<file path="src/rtl/ps2rx_pkg.sv">
package ps2rx_pkg;

  typedef enum logic [1:0] {
    RX_IDLE  = 2'd0,
    RX_SHIFT = 2'd1,
    RX_HOLD  = 2'd2
  } rx_state_e;

  // Bits counted once the start bit is taken: 1 start + 8 data = 9,
  // then parity, then stop.
  localparam logic [3:0] NBIT_PARITY = 4'd9;
  localparam logic [3:0] NBIT_STOP   = 4'd10;

  // 1 when data plus parity carry the requested sense of ones.
  function automatic logic parity_match(input logic [7:0] d,
                                        input logic       p,
                                        input logic       odd);
    return ((^d) ^ p) == odd;
  endfunction

endpackage

</file>
<file path="src/rtl/ps2rx_sync.sv">
module ps2rx_sync #(
  parameter int unsigned W      = 2,
  parameter int unsigned STAGES = 2
) (
  input  logic         clk,
  input  logic         rst_n,
  input  logic [W-1:0] din,
  output logic [W-1:0] dout
);

  logic [STAGES-1:0][W-1:0] pipe_q;

  // Idle bus lines are high, so the chain resets to ones.
  always_ff @(posedge clk or negedge rst_n) begin
    if (!rst_n) pipe_q <= '1;
    else        pipe_q <= {pipe_q[STAGES-2:0], din};
  end

  assign dout = pipe_q[STAGES-1];

endmodule

</file>
<file path="src/rtl/ps2rx_limit_cnt.sv">
module ps2rx_limit_cnt #(
  parameter int unsigned LIMIT = 1200
) (
  input  logic clk,
  input  logic rst_n,
  input  logic clr,
  input  logic run,
  output logic hit
);

  localparam int unsigned W = $clog2(LIMIT + 1);

  logic [W-1:0] cnt_q, cnt_d;

  assign hit = (cnt_q == W'(LIMIT));

  always_comb begin
    cnt_d = cnt_q;
    if (clr)             cnt_d = '0;
    else if (run && !hit) cnt_d = cnt_q + 1'b1;
  end

  always_ff @(posedge clk or negedge rst_n) begin
    if (!rst_n) cnt_q <= '0;
    else        cnt_q <= cnt_d;
  end

endmodule

</file>
<file path="src/rtl/ps2rx_frame.sv">
module ps2rx_frame
  import ps2rx_pkg::*;
#(
  parameter int unsigned BIT_LIM   = 1200,
  parameter int unsigned FRAME_LIM = 8000,
  parameter int unsigned HOLD_LIM  = 1200
) (
  input  logic       clk,
  input  logic       rst_n,
  input  logic       active,
  input  logic       clk_fall,
  input  logic       dat_s,
  input  logic       par_odd,
  input  logic       stop_val,
  output logic       done_ok,
  output logic       err_par,
  output logic       err_stop,
  output logic       err_time,
  output logic [7:0] byte_o,
  output logic       busy,
  output logic       hold
);

  rx_state_e  state_q, state_d;
  logic [3:0] nbit_q, nbit_d;
  logic [7:0] shf_q, shf_d;
  logic       pbad_q, pbad_d;
  logic       bit_hit, frame_hit, hold_hit;

  assign busy   = (state_q == RX_SHIFT);
  assign hold   = (state_q == RX_HOLD);
  assign byte_o = shf_q;

  ps2rx_limit_cnt #(.LIMIT(BIT_LIM)) u_bit_cnt (
    .clk(clk), .rst_n(rst_n), .clr(!busy || clk_fall), .run(busy), .hit(bit_hit));

  ps2rx_limit_cnt #(.LIMIT(FRAME_LIM)) u_frame_cnt (
    .clk(clk), .rst_n(rst_n), .clr(!busy), .run(busy), .hit(frame_hit));

  ps2rx_limit_cnt #(.LIMIT(HOLD_LIM)) u_hold_cnt (
    .clk(clk), .rst_n(rst_n), .clr(!hold), .run(hold), .hit(hold_hit));

  always_comb begin
    state_d  = state_q;
    nbit_d   = nbit_q;
    shf_d    = shf_q;
    pbad_d   = pbad_q;
    done_ok  = 1'b0;
    err_par  = 1'b0;
    err_stop = 1'b0;
    err_time = 1'b0;
    unique case (state_q)
      RX_IDLE: begin
        if (active && clk_fall && !dat_s) begin
          state_d = RX_SHIFT;
          nbit_d  = 4'd1;
          pbad_d  = 1'b0;
        end
      end
      RX_SHIFT: begin
        if (!active) begin
          state_d = RX_IDLE;
        end else if (clk_fall) begin
          if (nbit_q < NBIT_PARITY) begin
            shf_d  = {dat_s, shf_q[7:1]};
            nbit_d = nbit_q + 4'd1;
          end else if (nbit_q == NBIT_PARITY) begin
            pbad_d = !parity_match(shf_q, dat_s, par_odd);
            nbit_d = NBIT_STOP;
          end else if (pbad_q) begin
            err_par = 1'b1;
            state_d = RX_HOLD;
          end else if (dat_s != stop_val) begin
            err_stop = 1'b1;
            state_d  = RX_HOLD;
          end else begin
            done_ok = 1'b1;
            state_d = RX_IDLE;
          end
        end else if (bit_hit || (frame_hit && nbit_q < NBIT_STOP)) begin
          err_time = 1'b1;
          state_d  = RX_HOLD;
        end
      end
      RX_HOLD: begin
        if (!active || hold_hit) state_d = RX_IDLE;
      end
      default: state_d = RX_IDLE;
    endcase
  end

  always_ff @(posedge clk or negedge rst_n) begin
    if (!rst_n) begin
      state_q <= RX_IDLE;
      nbit_q  <= '0;
      shf_q   <= '0;
      pbad_q  <= 1'b0;
    end else begin
      state_q <= state_d;
      nbit_q  <= nbit_d;
      shf_q   <= shf_d;
      pbad_q  <= pbad_d;
    end
  end

endmodule

</file>
<file path="src/rtl/ps2_rx_channel.sv">
module ps2_rx_channel #(
  parameter int unsigned CLK_PER_US = 250,
  parameter int unsigned BIT_US     = 300,
  parameter int unsigned FRAME_US   = 2000,
  parameter int unsigned HOLD_US    = 300,
  parameter int unsigned SYNC_STG   = 2
) (
  input  logic       clk,
  input  logic       rst_n,
  input  logic       en,
  input  logic       rx_mode,
  input  logic       par_odd,
  input  logic       stop_val,
  input  logic       rd_data,
  input  logic       rd_status,
  input  logic       ps2_clk_i,
  input  logic       ps2_dat_i,
  output logic       ps2_clk_oe,
  output logic [7:0] rx_data,
  output logic       rdy,
  output logic       pe,
  output logic       fe,
  output logic       tmo,
  output logic       busy,
  output logic       irq
);

  localparam int unsigned BIT_LIM   = CLK_PER_US * BIT_US;
  localparam int unsigned FRAME_LIM = CLK_PER_US * FRAME_US;
  localparam int unsigned HOLD_LIM  = CLK_PER_US * HOLD_US;

  logic       clk_s, dat_s, clk_d;
  logic       clk_fall;
  logic       ok, e_par, e_stop, e_time, e_any;
  logic [7:0] frame_byte;

  ps2rx_sync #(.W(2), .STAGES(SYNC_STG)) u_sync (
    .clk(clk), .rst_n(rst_n), .din({ps2_clk_i, ps2_dat_i}), .dout({clk_s, dat_s}));

  always_ff @(posedge clk or negedge rst_n) begin
    if (!rst_n) clk_d <= 1'b1;
    else        clk_d <= clk_s;
  end

  assign clk_fall = clk_d & ~clk_s;

  ps2rx_frame #(.BIT_LIM(BIT_LIM), .FRAME_LIM(FRAME_LIM), .HOLD_LIM(HOLD_LIM)) u_frame (
    .clk(clk), .rst_n(rst_n), .active(en & rx_mode), .clk_fall(clk_fall), .dat_s(dat_s),
    .par_odd(par_odd), .stop_val(stop_val), .done_ok(ok), .err_par(e_par),
    .err_stop(e_stop), .err_time(e_time), .byte_o(frame_byte), .busy(busy),
    .hold(ps2_clk_oe));

  assign e_any = e_par | e_stop | e_time;

  logic [7:0] data_q, data_d;
  logic       rdy_q, rdy_d, tmo_q, tmo_d, pe_q, pe_d, fe_q, fe_d, irq_q, irq_d;

  // Set terms come after the read clears, so a coincident event wins.
  always_comb begin
    data_d = data_q;
    rdy_d  = rdy_q;
    tmo_d  = tmo_q;
    pe_d   = pe_q;
    fe_d   = fe_q;
    if (!en) begin
      rdy_d = 1'b0;
      tmo_d = 1'b0;
      pe_d  = 1'b0;
      fe_d  = 1'b0;
    end else begin
      if (rd_data) rdy_d = 1'b0;
      if (rd_status) begin
        tmo_d = 1'b0;
        pe_d  = 1'b0;
        fe_d  = 1'b0;
      end
      if (ok) begin
        rdy_d  = 1'b1;
        data_d = frame_byte;
      end
      if (e_any)  tmo_d = 1'b1;
      if (e_par)  pe_d  = 1'b1;
      if (e_stop) fe_d  = 1'b1;
    end
    irq_d = (rdy_d & ~rdy_q) | (tmo_d & ~tmo_q);
  end

  always_ff @(posedge clk or negedge rst_n) begin
    if (!rst_n) begin
      data_q <= '0;
      rdy_q  <= 1'b0;
      tmo_q  <= 1'b0;
      pe_q   <= 1'b0;
      fe_q   <= 1'b0;
      irq_q  <= 1'b0;
    end else begin
      data_q <= data_d;
      rdy_q  <= rdy_d;
      tmo_q  <= tmo_d;
      pe_q   <= pe_d;
      fe_q   <= fe_d;
      irq_q  <= irq_d;
    end
  end

  assign rx_data = data_q;
  assign rdy     = rdy_q;
  assign tmo     = tmo_q;
  assign pe      = pe_q;
  assign fe      = fe_q;
  assign irq     = irq_q;

endmodule

</file>
<file path="config.mk">
export PLATFORM = sky130hd
export DESIGN_NAME = ps2_rx_channel
export DESIGN_NICKNAME = d
export VERILOG_FILES = /design/src/rtl/ps2rx_pkg.sv /design/src/rtl/ps2rx_sync.sv /design/src/rtl/ps2rx_limit_cnt.sv /design/src/rtl/ps2rx_frame.sv /design/src/rtl/ps2_rx_channel.sv
export SDC_FILE = /design/constraint.sdc
export NUM_CORES = 1
export LEC_CHECK = 0
export BUFFER_PORTS_ARGS = -buffer_cell sky130_fd_sc_hd__buf_2
export CORE_UTILIZATION = 45
export CTS_BUF_LIST = sky130_fd_sc_hd__clkbuf_8
export DETAILED_ROUTE_END_ITERATION = 8
export SLEW_MARGIN = 20
export SYNTH_ARGS = -nofsm -noshare
export SYNTH_HDL_FRONTEND = slang
export SYNTH_HIERARCHICAL = 1
export SYNTH_SLANG_ARGS = --single-unit
</file>
<file path="constraint.sdc">
create_clock -name clk -period 1.93 [get_ports clk]
set_clock_uncertainty 0.15 [all_clocks]
set_input_delay 0.0965 -clock clk [delete_from_list [all_inputs] [get_ports clk]]
set_output_delay 0.0965 -clock clk [all_outputs]
set_load 0.03 [all_outputs]
</file>
**Yosys cells after proc, flatten, opt, wreduce, memory -nomap -nowiden**

Index checks and enable logic that the tools add are counted.

- Latch bits: 0
- ROM bits: 0
- Bits of input ports: 10
- Memory bits (writable): 0
- Register bits: 86
- Memories kept: 0
- Logic and storage cells: 143

- Muxes and demuxes: 63
- Multipliers: 0
- Reduce and logical (&&, ||, !) cells: 25
- $add $sub $neg: 4
- Div/mod/pow operators: 0
- $lt $le $gt $ge: 2
- Eq/ne operators: 22
- Bitwise operators: 11
- Shift operators: 0

Operators with widths:

| operator | number |
|---|---|
| two-way mux 17 bit | 4 |
| two-way mux 1 bit | 40 |
| two-way mux 19 bit | 2 |
| adder 17 x 1 -> 17 bit, second input constant | 2 |
| == test 17 bit, second input constant | 2 |
| two-way mux 4 bit | 5 |
| adder 19 x 1 -> 19 bit, second input constant | 1 |
| == test 19 bit, second input constant | 1 |
| two-way mux 2 bit | 9 |
| != test 4 bit, second input constant | 3 |
| != test 2 x 1 -> 1 bit, second input constant | 5 |
| AND reduction 5 bit | 2 |
| < comparator 4 bit, second input constant | 2 |
| case mux 4 bit (2 select lines) | 1 |
| parity 8 bit | 1 |
| zero test 1 bit | 7 |
| logical AND 1 bit | 6 |
| != test 2 bit, second input constant | 3 |
| != test 3 x 1 -> 1 bit, second input constant | 2 |
| case mux 2 bit (3 select lines) | 1 |
| AND reduction 6 bit | 1 |
| adder 4 x 1 -> 4 bit, second input constant | 1 |
| bitwise AND 1 bit | 4 |
| == test 4 bit, second input constant | 1 |
| other kinds (14) | 21 |

**Logic depth before layout (Yosys ltp)**

- Depth in word-level cells: 14
- Depth in mapped cells: 9
- Gate-level depth less buffers: 9

**By module**

The synthesis kept the hierarchy.

By module, submodules not included:

| module | cells each | instances | area an instance (µm²) |
|---|---|---|---|
| ps2rx_limit_cnt (u_frame.u_frame_cnt) | 115 | 1 | 1,068.5 |
| ps2rx_limit_cnt (u_frame.u_hold_cnt) | 105 | 1 | 1,002.2 |
| ps2rx_limit_cnt (u_frame.u_bit_cnt) | 98 | 1 | 933.4 |
| ps2rx_frame | 88 | 1 | 923.4 |
| ps2_rx_channel | 38 | 1 | 586.8 |
| ps2rx_sync | 6 | 1 | 120.1 |

**Least setup slack after synthesis**

No wires, ideal clock.

- Path type: register to register
- Start point: register u_frame.state_q[0]
- End point: register u_frame.u_hold_cnt.cnt_q[11]
- Required time: 1.648 ns
- Path buffers: 1
- Stages on the path, launching flop included: 8
- Slack: -0.294 ns
- Data arrival time: 1.942 ns
- Path through: dfrtp_1 nand2b_1 inv_1 clkbuf_1 nand4_1 nor4_1 xnor2_1 nor2_1

- Word-level cells in the longest chain between the ends: 3
- Elaborated cells on any way between the ends: 4
- Classes of those cells: eq/ne (2); mux (1); reduce/logical (1)

Ends and longest elaborated chain:

| element | line | source |
|---|---|---|
| start, declared | ps2rx_frame.sv:24 | `rx_state_e state_q, state_d;` |
| start signal, assigned | ps2rx_frame.sv:99 | `state_q <= state_d;` |
| == test 2 bit * | ps2rx_frame.sv:31 | `assign hold = (state_q == RX_HOLD);` |
| via ps2_clk_oe | ps2_rx_channel.sv:18 | `output logic ps2_clk_oe,` |
| logical AND 1 bit | ps2rx_limit_cnt.sv:20 | `else if (run && !hit) cnt_d = cnt_q + 1'b1;` |
| != test 2 x 1 -> 1 bit (no line) | n/a |  |
| end signal, assigned | ps2rx_limit_cnt.sv:25 | `else cnt_q <= cnt_d;` |
| end, declared | ps2rx_limit_cnt.sv:13 | `logic [W-1:0] cnt_q, cnt_d;` |

Mark *: on every way through the listed nets, which the timed path passes. The rest lies on a longest branch.
A chain may end at the register's enable or synchronous reset.

**Worst setup path in the final report**

- Start point: register u_frame.u_hold_cnt.cnt_q[8]
- End point: register u_frame.u_hold_cnt.cnt_q[12]

- Word-level cells in the longest chain between the ends: 4
- Elaborated cells on any way between the ends: 7
- Classes of those cells: add/sub (1); eq/ne (2); mux (2); reduce/logical (2)

Ends and longest elaborated chain:

| element |
|---|
| parallel branches: the longest is 4 deep, another holds adder 17 x 1 -> 17 bit |

Several ways; the timed one is not identified. The select of a mux whose other input is x is not followed.

==> out/metrics.cfg <==
[clocking]
clock_path_buffers=2
worst_setup_hold_path_clk_slew_ps=100
clk_latency_ps=380
clock-sinks=86
cts_max_level=3
numCtsBuffers=9
cts_tree=done
cts-root-buf=clkbuf_8

[worst_setup_path]
crit_cells=5
crit_type=reg -> reg
timing.critical_path.slowest_cell_delay_ps=560
cp_cell_sequence=or4b_4, nor4_4, buf_4, a211oi_2, mux2_4
cp-end-kind=flip-flop
r2r_slack_ps=-70
crit_buf_inv=1
startpoint_type=flip-flop
cp_slowest_cell=or4b_4
crit_family=simple AND/OR/NAND/NOR gates
cp_data_required_time_ps=2040
rr_worst_depth=5
cp.arrival_ps=2100
cp_max_fo=4

[global_routing]
grt_max_degree=44
antenna_found_initial=0
grt_pass1_vias=3641
grt_pass1_wl_um=16610
globalRouteTotalUtil_pct=20.32
overflow=0

[power_and_ir_drop]
p_leak_nw=2.604
ir_drop_mv=0.4445
finalPower_mw=3.362
power_density_nw_per_um2=565.7

[status]
violations=negative setup slack
status=finished with violations

[detailed_routing]
drc=0
wl_per_cell_um=14.94
viasPerCell=5.351
first_iter_violations=140
vias=3655
final_antenna_net_count=0
first_pass_iters=4
drt_wl_total_um=10200

[synth]
synth_edf_count=0
synthFlopType=dfrtp_1
synth_seq_cells=86
synthDominantCellAreaShare_pct=43.74
syn_area_per_cell_um2=10.30
ys.warnings.count=6
synth-async-reset-ratio_pct=100.0
synth.net_count=469
ys_top_cells_by_area=dfrtp_1 (44%), xor2_1 (3.8%), nor2_1 (3.4%)
syn_inst=450
synth-seq-area-share_pct=46.57
synth_cell_types=68
yosysTopAreaCell=dfrtp_1
synth_area_um2=4634

[timing]
setup_viol_count_final=6
fin_crit_ps=1995
rsz0062_at_grt=yes
finalWorstSetupSlack_ps=-65.09
hold_viol=0
slew_viol_final=0
max_slew_margin_pct=58.43
clock.fmax_mhz=501.2
whs_ps=28.03
worstMarginPinSlew_ps=623.6
min_period_over_period_pct=103.4

[placement]
gp_congestion=0.8512
numPortBuffers=24
dp_hpwl_um=6794
post-place-ws_ps=-61.29

[layout]
nets=564
utilization_pct=60.25
drive_gt1_share_pct=37.27
diodes=0
syn_to_final_growth_pct=28.24
fillCellCount=824

[die]
die_x_um=103.5
start_util_pct=46.98
io_pins=25
fp-row-count=36
die_area_um2=10710
coreArea_um2=9864
die_h_um=103.5

[flow_run]
maxCapViolations=0

[hold_path]
hp-class=in -> async

-- power breakdown --
| part | internal (mW) | leakage (nW) | switching [mW] | total [mW] |
|---|---|---|---|---|
| registers | 1.83 | 1.17 | 0.0332 | 1.87 |
| clock network | 0.481 | 0.0866 | 0.714 | 1.19 |
| logic | 0.142 | 1.34 | 0.158 | 0.300 |
-- layer usage --
metal	global-route usage, %	wire length, µm
met5	0	0
met4	7.259	184
met3	5.847	310
met2	34.13	5171
met1	24.96	4537
-- sequential cells by signal, summed over array words and instances, names as in the netlist --
| signal | flops |
|---|---|
| tmo | 1 |
| rdy | 1 |
| u_frame/u_bit_cnt/cnt_q | 17 |
| u_sync/dout | 2 |
| u_frame/u_frame_cnt/cnt_q | 19 |
| u_frame/u_hold_cnt/cnt_q | 17 |
| irq | 1 |
| u_frame/nbit_q | 4 |
| rx_data | 8 |
| pe | 1 |
| u_frame/state_q | 2 |
| u_frame/pbad_q | 1 |
| clk_d | 1 |
| fe | 1 |
| u_frame/byte_o | 8 |
| u_sync/pipe_q | 2 |
-- logic make-up (layout without fill, tap and decap cells) --
logic type	count (synthesis)	count (layout)	share of synthesized area, %
and+or+nand+nor	194	194	25.22
DFF	86	86	46.57
AOI/OAI and AO/OA	64	64	8.694
buffers and inverters	38	138	3.563
xor gates and xnor gates	34	34	6.722
muxes	25	25	6.803
adders and majority gates	9	9	2.430
-- cell usage after synthesis, types with 2 or more instances --
cell      instances
nor4_1            5
or4b_4            2
nand2b_1          6
and3_1            6
or4b_1            2
o21a_1            3
and4b_1           2
nand3_1          19
and2_2            2
nand4_1          17
a21boi_0          2
nor2_1           42
and2_1            3
dfrtp_1          81
nor3_1            5
or4_1             4
xnor2_1          13
dfstp_2           5
mux2_2           10
a21oi_2           2
mux2_1            2
ha_1              9
nor2b_1          12
a31oi_1           2
and4_1            5
mux2_4           10
o21ai_1           3
nor3_2            2
mux2i_1           3
buf_4             3
a21oi_1          20
clkbuf_1          8
inv_1            20
nor4_2            2
or3_1            14
buf_1             3
xor2_1           20
nand3b_1          7
a211oi_1          3
o31ai_1           5
o21ai_0          16
nand2_1          24
-- final cells by class --
type	count	area [µm²]	share of cell area, %
multi-input cells	326	2571	43.26
flip-flops and latches	86	2161	36.36
repair buffers	101	779.5	13.12
well taps	133	166.4	2.800
clock buffers	9	123.9	2.084
inverters	21	86.33	1.453
clock inverters	7	55.05	0.9263
-- metrics by stage --
step	setup TNS (ps)	instance area, µm²	instances
2_1_floorplan	0	4668	450
3_3_place_gp	-44.13	5358	650
3_5_place_dp	-236.7	5358	650
4_1_cts	-210.1	5649	674
5_1_grt	-842.6	5943	683
6_report	-210.7	5943	683
-- path summary, 6_finish.rpt --
check | from | endpoint
max in group asynchronous | rst_n | u_sync/pipe_q[1]
setup / recovery | u_frame/u_hold_cnt/cnt_q[8] | u_frame/u_hold_cnt/cnt_q[12]
min in group clk | stop_val | u_frame/state_q[1]
hold / removal | rst_n | u_frame/u_bit_cnt/cnt_q[0]
hold reg to reg | u_sync/pipe_q[1] | u_sync/dout[1]
setup reg to reg | u_frame/u_hold_cnt/cnt_q[8] | u_frame/u_hold_cnt/cnt_q[12]
-- cells in the final DEF, fill, tap and decap left out, drive strengths merged, types with 3 or more instances in the layout --
| cell | Yosys | final |
|---|---|---|
| nand4 | 17 | 17 |
| and4 | 6 | 6 |
| nor4 | 8 | 8 |
| o31ai | 5 | 5 |
| o21a | 3 | 3 |
| nor2b | 12 | 12 |
| or3 | 15 | 15 |
| mux2 | 22 | 22 |
| a21oi | 22 | 22 |
| dfstp | 5 | 5 |
| nand3b | 7 | 7 |
| and3 | 6 | 6 |
| nand3 | 20 | 20 |
| and2 | 5 | 5 |
| ha | 9 | 9 |
| o21ai | 21 | 21 |
| buf | 8 | 94 |
| dlygate4sd3 | 0 | 7 |
| xnor2 | 13 | 13 |
| a211oi | 3 | 3 |
| dfrtp | 81 | 81 |
| nand2 | 26 | 26 |
| mux2i | 3 | 3 |
| clkbuf | 9 | 9 |
| nor3 | 8 | 8 |
| clkinv | 1 | 3 |
| or4 | 5 | 5 |
| nor2 | 42 | 42 |
| inv | 20 | 23 |
| nand2b | 7 | 7 |
| xor2 | 20 | 20 |
| or4b | 4 | 4 |
-- timing repair --
| action | in CTS | in global routing |
|---|---|---|
| gates resized for setup | 9 | 49 |
| setup endpoints to repair | 16 | 42 |
| pin swaps | 10 | 22 |
| hold buffers | 7 | 0 |
| setup buffers | 1 | 9 |
| hold endpoints to repair | 89 | 0 |
Note: power is estimated with default switching activity, not from simulation.
